==> config.mk <==
export PLATFORM = sky130hd
export DESIGN_NAME = pin_ovr_top
export DESIGN_NICKNAME = d
export VERILOG_FILES = /design/src/rtl/pin_ovr_pkg.sv /design/src/rtl/pin_ovr_cfg.sv /design/src/rtl/pin_ovr_mux.sv /design/src/rtl/pin_ovr_top.sv
export SDC_FILE = /design/constraint.sdc
export NUM_CORES = 1
export LEC_CHECK = 0
export CORE_MARGIN = 8
export CORE_UTILIZATION = 55
export CTS_CLUSTER_SIZE = 8
export DETAILED_ROUTE_END_ITERATION = 10
export DONT_BUFFER_PORTS = 1
export PLACE_DENSITY = 0.77
export SYNTH_ARGS = -nofsm -noshare
export SYNTH_HDL_FRONTEND = slang
export SYNTH_SLANG_ARGS = --single-unit
==> constraint.sdc <==
create_clock -name clk -period 1.4 [get_ports clk]
set_clock_uncertainty 0.2 [all_clocks]
set_input_delay 0.07 -clock clk [delete_from_list [all_inputs] [get_ports clk]]
set_output_delay 0.07 -clock clk [all_outputs]
set_load 0.02 [all_outputs]
==> src/rtl/pin_ovr_pkg.sv <==
package pin_ovr_pkg;
  localparam int unsigned DEF_KEYS = 4;

  typedef struct packed {
    logic allow0;
    logic allow1;
    logic en;
    logic val;
  } pin_ovr_t;
endpackage

==> src/rtl/pin_ovr_cfg.sv <==
module pin_ovr_cfg
  import pin_ovr_pkg::*;
#(
  parameter int unsigned NKEY = DEF_KEYS,
  localparam int unsigned NPIN = NKEY + 2
) (
  input  logic                 clk,
  input  logic                 rst_n,
  input  logic                 allow_we,
  input  logic [NPIN-1:0]      allow0_wdata,
  input  logic [NPIN-1:0]      allow1_wdata,
  input  logic                 lock_we,
  input  logic                 lock_wdata,
  input  logic                 ovr_we,
  input  logic [NPIN-1:0]      ovr_en_wdata,
  input  logic [NPIN-1:0]      ovr_val_wdata,
  input  logic                 inv_we,
  input  logic [NKEY-1:0]      inv_in_wdata,
  input  logic [NKEY-1:0]      inv_out_wdata,
  output pin_ovr_t [NPIN-1:0]  cfg_o,
  output logic [NKEY-1:0]      inv_in_o,
  output logic [NKEY-1:0]      inv_out_o,
  output logic                 unlocked_o
);
  localparam logic [NPIN-1:0] SAFE_MASK = {2'b11, {NKEY{1'b0}}};

  logic [NPIN-1:0] allow0_q, allow1_q, en_q, val_q;
  logic            unlocked_q;

  always_ff @(posedge clk or negedge rst_n) begin
    if (!rst_n) begin
      unlocked_q <= 1'b1;
      allow0_q   <= SAFE_MASK;
      allow1_q   <= '0;
    end else begin
      if (lock_we && !lock_wdata) unlocked_q <= 1'b0;
      if (allow_we && unlocked_q) begin
        allow0_q <= allow0_wdata;
        allow1_q <= allow1_wdata;
      end
    end
  end

  always_ff @(posedge clk or negedge rst_n) begin
    if (!rst_n) begin
      en_q      <= SAFE_MASK;
      val_q     <= '0;
      inv_in_o  <= '0;
      inv_out_o <= '0;
    end else begin
      if (ovr_we) begin
        en_q  <= ovr_en_wdata;
        val_q <= ovr_val_wdata;
      end
      if (inv_we) begin
        inv_in_o  <= inv_in_wdata;
        inv_out_o <= inv_out_wdata;
      end
    end
  end

  for (genvar p = 0; p < NPIN; p++) begin : g_pack
    assign cfg_o[p] = '{allow0: allow0_q[p], allow1: allow1_q[p],
                        en: en_q[p], val: val_q[p]};
  end

  assign unlocked_o = unlocked_q;

  // once cleared, the lock bit never sets again before reset
  a_r7_lock_sticky: assert property (@(posedge clk) disable iff (!rst_n)
    !unlocked_q |=> !unlocked_q);

  // permission bits frozen while locked
  a_r7_allow_frozen: assert property (@(posedge clk) disable iff (!rst_n)
    !unlocked_q |=> ($stable(allow0_q) && $stable(allow1_q)));

  // override controls still follow writes after lock
  a_r8_ovr_writable: assert property (@(posedge clk) disable iff (!rst_n)
    (!unlocked_q && ovr_we) |=> (val_q == $past(ovr_val_wdata)));
endmodule

==> src/rtl/pin_ovr_mux.sv <==
module pin_ovr_mux
  import pin_ovr_pkg::*;
#(
  parameter int unsigned NKEY = DEF_KEYS,
  localparam int unsigned NPIN = NKEY + 2
) (
  input  logic                clk,
  input  logic                rst_n,
  input  logic [NPIN-1:0]     base_i,
  input  pin_ovr_t [NPIN-1:0] cfg_i,
  input  logic [NKEY-1:0]     inv_out_i,
  output logic [NPIN-1:0]     pin_o
);
  logic [NPIN-1:0] chosen;

  for (genvar p = 0; p < NPIN; p++) begin : g_pin
    logic permitted;
    assign permitted = cfg_i[p].en &&
                       (cfg_i[p].val ? cfg_i[p].allow1 : cfg_i[p].allow0);
    assign chosen[p] = permitted ? cfg_i[p].val : base_i[p];

    if (p < NKEY) begin : g_inv
      assign pin_o[p] = chosen[p] ^ inv_out_i[p];
    end else begin : g_plain
      assign pin_o[p] = chosen[p];
    end

    // a value with no permission leaves the base value in place
    a_r6_blocked: assert property (@(posedge clk) disable iff (!rst_n)
      (cfg_i[p].en && cfg_i[p].val && !cfg_i[p].allow1) |-> (chosen[p] == base_i[p]));

    // a permitted override wins over base and action
    a_r5_forced: assert property (@(posedge clk) disable iff (!rst_n)
      (cfg_i[p].en && !cfg_i[p].val && cfg_i[p].allow0) |-> (pin_o[p] == (p < NKEY ? inv_out_i[p % NKEY] : 1'b0)));
  end
endmodule

==> src/rtl/pin_ovr_top.sv <==
module pin_ovr_top
  import pin_ovr_pkg::*;
#(
  parameter int unsigned NKEY = DEF_KEYS,
  localparam int unsigned NPIN = NKEY + 2,
  localparam int unsigned EC_IDX = NKEY,
  localparam int unsigned WP_IDX = NKEY + 1
) (
  input  logic            clk,
  input  logic            rst_n,
  input  logic [NKEY-1:0] raw_in,
  input  logic [NPIN-1:0] act_req,
  input  logic [NPIN-1:0] act_val,
  input  logic            allow_we,
  input  logic [NPIN-1:0] allow0_wdata,
  input  logic [NPIN-1:0] allow1_wdata,
  input  logic            lock_we,
  input  logic            lock_wdata,
  input  logic            ovr_we,
  input  logic [NPIN-1:0] ovr_en_wdata,
  input  logic [NPIN-1:0] ovr_val_wdata,
  input  logic            inv_we,
  input  logic [NKEY-1:0] inv_in_wdata,
  input  logic [NKEY-1:0] inv_out_wdata,
  output logic [NKEY-1:0] det_in,
  output logic [NPIN-1:0] pin_out,
  output logic            cfg_unlocked
);
  pin_ovr_t [NPIN-1:0] cfg;
  logic [NKEY-1:0]     inv_in, inv_out;
  logic [NPIN-1:0]     idle, base;

  pin_ovr_cfg #(.NKEY(NKEY)) u_cfg (
    .clk(clk), .rst_n(rst_n),
    .allow_we(allow_we), .allow0_wdata(allow0_wdata), .allow1_wdata(allow1_wdata),
    .lock_we(lock_we), .lock_wdata(lock_wdata),
    .ovr_we(ovr_we), .ovr_en_wdata(ovr_en_wdata), .ovr_val_wdata(ovr_val_wdata),
    .inv_we(inv_we), .inv_in_wdata(inv_in_wdata), .inv_out_wdata(inv_out_wdata),
    .cfg_o(cfg), .inv_in_o(inv_in), .inv_out_o(inv_out), .unlocked_o(cfg_unlocked)
  );

  assign det_in = raw_in ^ inv_in;

  always_comb begin
    idle               = '0;
    idle[NKEY-1:0]     = det_in;
    idle[EC_IDX]       = 1'b1;
    idle[WP_IDX]       = 1'b0;
  end

  for (genvar p = 0; p < NPIN; p++) begin : g_base
    assign base[p] = act_req[p] ? act_val[p] : idle[p];
  end

  pin_ovr_mux #(.NKEY(NKEY)) u_mux (
    .clk(clk), .rst_n(rst_n),
    .base_i(base), .cfg_i(cfg), .inv_out_i(inv_out), .pin_o(pin_out)
  );

  // with no override enabled, the write-protect output is low unless an action drives it
  a_r4_wp_idle: assert property (@(posedge clk) disable iff (!rst_n)
    (!cfg[WP_IDX].en && !act_req[WP_IDX]) |-> !pin_out[WP_IDX]);
endmodule

==> impl_summary.md <==
Yosys
The number of distinct library cells after synthesis is 16. Each instance of the synthesized netlist takes up on average 13.32 um^2. The flip-flop and latch count after synthesis is 33. The net count after synthesis is about 170. The post-synthesis instance area is 1491 um^2. The part of the Yosys area used for sequential elements is 0.5579. The number of synthesis warnings is 0.

The cell count after synthesis is 112.

Worst setup path
The worst flop-to-flop path startpoint is u_cfg.unlocked_o. Data on the critical path arrives at its endpoint at 1.56 ns. The critical path is of the reg -> out type.

The number of cells on the worst reg-to-reg path is 2. The worst setup path is captured at a primary output. The worst path required time is 1.13 ns. The endpoint identified for the worst register-to-register timing path is u_cfg.allow1_q[4]. The setup check on the worst reg-to-reg path leaves a slack of around 0.090 ns. The startpoint class of the critical path is a register. Along the worst path, the maximum fanout reaches 3.

Floorplan
The floorplan has 19 rows. The effective utilization at floorplan is 0.5602. Measured along the x axis, the die boundary spans 68.08 um. The region available for standard cell placement spans 2663 um^2. The vertical die dimension is 68.08 um. The die covers 4634 um^2. The number of top-level design ports is 66.

Timing
Setup repair after global routing could not meet its margin everywhere. The time the worst path needs with I/O delays and setup is 1.826 ns. The total count of max-transition violations in the final report came to 0. The max-slew headroom at the worst pin is 0.5782. The setup TNS is -1.985 ns. The count of final hold-check violations is 0. Timing would allow up to 547.6 MHz. The final number of setup-violating endpoints is 6. Across all setup checks in the final design, the least slack found is -0.4262 ns. The final critical-path share of the clock period is 1.304. The transition time at the pin with the least slew margin is 0.6326 ns.

Pwr
In this run the power density over the cells is 924.0 nW/um^2. The portion of total power attributed to combinational logic is 0.216. Overall power consumption after layout is estimated at 0.002019 W. The analysis attributes to cell leakage a power of 0.9384 nW. The maximum vdd drop is 1045 uV. The share of total power dissipated in sequential elements is 0.530. The share of total power dissipated in the clock network is 0.253. Summed over all nets, the switching power comes to 0.0005273 W. The fraction of power spent switching nets is 0.2612. Cell internal power was estimated by the tool at 0.001491 W.

Global route
The number of global-route vias before repair came to 1230. The initial antenna violation count was 0. After global routing the overflow that remains totals 0.

The first global-routing pass estimated 5796 um of wire. Entering global routing, the biggest net connects 34 pins. The aggregate global-route resource usage is 0.1721.

Placed design
During placement, the flow inserted port buffers numbering 0. The detailed placer's ending HPWL is 2437 um. The placer congestion estimate is 0.6978. Once placement completed, the tool counted placed cells totaling 147. The post-placement worst setup slack is -0.07374 ns.

Detailed routing
The routed wirelength normalized by instance count is around 19 um. The remaining routing DRC violations is 0. The first-iteration detailed-routing DRC count is 58.

For this run, the detailed router's first-pass iteration total came to 4. For this block, the routed nets add up to 3677 um of wire. The number of vias per cell is 5.619. Detailed routing inserted a total of ~1100 vias. Once detail routing completed, the nets flagged for antenna violations numbered 0.

Min path
The type of the worst min-delay path is in -> out. The critical hold path startpoint is raw_in[1]. The number of instances on the worst hold path is 2. The worst hold endpoint is det_in[1].

Clock tree
The number of H-tree levels is 2. TritonCTS built the clock tree. After clock tree synthesis, the clock-pin slew on the worst setup and hold paths is 0.09 ns.

The largest buffer count on any clock path is 2. The tree built by TritonCTS fans out to 33 sinks. Counting the buffers created by CTS gives 5.

The tree is rooted in a sky130_fd_sc_hd__clkbuf_4. The clock latency reported for the late side of the worst-skew pair is 0.31 ns.

Run
The number of max-cap violations is 0.

Layout
The share of post-route cells with drive strength above 1 is 0.4110. In the final design database the tool counted roughly 220 nets. The repair_antennas step left the layout with diodes totalling 0. The non-filler instance count after layout is 194.

Relative to the synthesized area, the layout overhead comes to 46.48%. After filler insertion, the fill cell instance count of the layout stands at 148.

Outcome
The flow ran to the end, but the final reports show violations. The checks that failed: setup timing.
layout make-up:
cell class,count,area [um^2],share of cell area
multi-input cells,75,780.7,0.3574
repair buffers,47,473.0,0.2165
inverters,1,3.754,0.001718
clock buffers,7,55.05,0.02520
well taps,31,38.79,0.01775
flip-flops and latches,33,833.3,0.3814
routing by layer:
layer  vias up  part of all wire  GRT usage
li1        497                 -          -
met1       534              0.34     0.1897
met2        50              0.54     0.2896
met3         9             0.087    0.07038
met4         0             0.024    0.06905
met5         -                 0          0
stage by stage:
step,util,instance area [um^2],hold WS (ns)
floorplan,-,1625,-0.4256
global placement,0.6372,1697,-0.4246
detailed placement,0.6372,1697,-0.4246
CTS,0.8097,2156,0.01441
global route,0.8205,2185,0.1317
finish,0.8205,2185,0.1281
what timing repair did:
| action | 4_1_cts | 5_1_grt |
|---|---|---|
| setup endpoints to repair | 6 | 30 |
| resized for setup | 1 | 6 |
| pin swaps | 5 | 2 |
| setup buffers | 0 | 0 |
| hold buffers | 39 | 1 |
| endpoints found under the hold margin | 66 | 12 |
critical path, stage by stage (launching register included):
cell,delay [ns]
sky130_fd_sc_hd__dfrtp_2,0.44
sky130_fd_sc_hd__xor2_4,0.17
sky130_fd_sc_hd__mux2i_1,0.10
sky130_fd_sc_hd__a22oi_2,0.23
sky130_fd_sc_hd__xor2_2,0.30
layout by cell type (no fill, tap or decap):
| master | instances |
|---|---|
| sky130_fd_sc_hd__dfrtp_2 | 1 |
| sky130_fd_sc_hd__mux2_2 | 32 |
| sky130_fd_sc_hd__clkbuf_4 | 5 |
| sky130_fd_sc_hd__a21boi_0 | 1 |
| sky130_fd_sc_hd__dfrtp_1 | 27 |
| sky130_fd_sc_hd__dfstp_2 | 5 |
| sky130_fd_sc_hd__nand2_1 | 9 |
| sky130_fd_sc_hd__nor2_1 | 2 |
| sky130_fd_sc_hd__nand2_4 | 1 |
| sky130_fd_sc_hd__nor2b_1 | 1 |
| sky130_fd_sc_hd__a21oi_1 | 1 |
| sky130_fd_sc_hd__inv_1 | 1 |
| sky130_fd_sc_hd__xor2_2 | 4 |
| sky130_fd_sc_hd__a22oi_2 | 4 |
| sky130_fd_sc_hd__clkbuf_1 | 1 |
| sky130_fd_sc_hd__mux2i_1 | 4 |
| sky130_fd_sc_hd__xor2_4 | 4 |
| sky130_fd_sc_hd__dlymetal6s4s_1 | 1 |
| sky130_fd_sc_hd__buf_6 | 2 |
| sky130_fd_sc_hd__clkbuf_8 | 1 |
| sky130_fd_sc_hd__a22oi_1 | 1 |
| sky130_fd_sc_hd__dlygate4sd3_1 | 38 |
| sky130_fd_sc_hd__a31oi_1 | 5 |
| sky130_fd_sc_hd__a21oi_2 | 1 |
| sky130_fd_sc_hd__buf_4 | 5 |
| sky130_fd_sc_hd__nand3b_1 | 4 |
| sky130_fd_sc_hd__nand2_2 | 1 |
| sky130_fd_sc_hd__buf_12 | 1 |
synth_stat cells:
| library cell | number | share of area |
|---|---|---|
| sky130_fd_sc_hd__clkbuf_1 | 1 | 0.0025 |
| sky130_fd_sc_hd__nor2_1 | 2 | 0.0050 |
| sky130_fd_sc_hd__nor2b_1 | 1 | 0.0042 |
| sky130_fd_sc_hd__dfstp_2 | 5 | 0.088 |
| sky130_fd_sc_hd__dfrtp_1 | 28 | 0.47 |
| sky130_fd_sc_hd__inv_1 | 1 | 0.0025 |
| sky130_fd_sc_hd__nand2_1 | 11 | 0.028 |
| sky130_fd_sc_hd__buf_2 | 2 | 0.0067 |
| sky130_fd_sc_hd__mux2i_1 | 4 | 0.027 |
| sky130_fd_sc_hd__a21oi_1 | 2 | 0.0067 |
| sky130_fd_sc_hd__a22oi_1 | 5 | 0.025 |
| sky130_fd_sc_hd__xor2_1 | 8 | 0.047 |
| sky130_fd_sc_hd__nand3b_1 | 4 | 0.020 |
| sky130_fd_sc_hd__a21boi_0 | 1 | 0.0050 |
| sky130_fd_sc_hd__a31oi_1 | 5 | 0.021 |
| sky130_fd_sc_hd__mux2_2 | 32 | 0.24 |
cell families (layout without fill, tap and decap cells):
family                 Yosys count  count (layout)  share of synthesized area
AO/OA/AOI/OAI                   13              13                    0.05789
buffers and inverters            4              55                    0.01174
AND/OR/NAND/NOR                 18              18                    0.05705
flip-flops                      33              33                     0.5579
multiplexers                    36              36                     0.2685
XOR/XNOR                         8               8                    0.04698
registers in the layout, summed over array words and instances (netlist names):
signal,count
u_cfg.allow1_q,6
u_cfg.val_q,6
u_cfg.en_q,6
u_cfg.unlocked_o,1
u_cfg.inv_out_o,4
u_cfg.allow0_q,6
u_cfg.inv_in_o,4
power by group through the flow:
stage	clock [W]	combinational [W]	sequential, W
floorplan	0	0.000260	0.00108
global placement	0	0.000299	0.00108
detailed placement	0	0.000307	0.00109
CTS	0.000540	0.000428	0.00107
global route	0.000588	0.000471	0.00108
finish	0.000511	0.000437	0.00107
worst max path at each step:
stage | end | slack (ns) | from
after floorplan | pin_out[0] | -0.11 | u_cfg.inv_in_o[0]
after global placement | pin_out[0] | -0.05 | u_cfg.inv_in_o[0]
after detailed placement | pin_out[2] | -0.07 | u_cfg.inv_in_o[2]
after CTS | pin_out[2] | -0.44 | u_cfg.inv_in_o[2]
after global routing | pin_out[3] | -0.53 | u_cfg.inv_in_o[3]
final | pin_out[0] | -0.43 | u_cfg.inv_in_o[0]
Power figures use the tool's default switching activity.
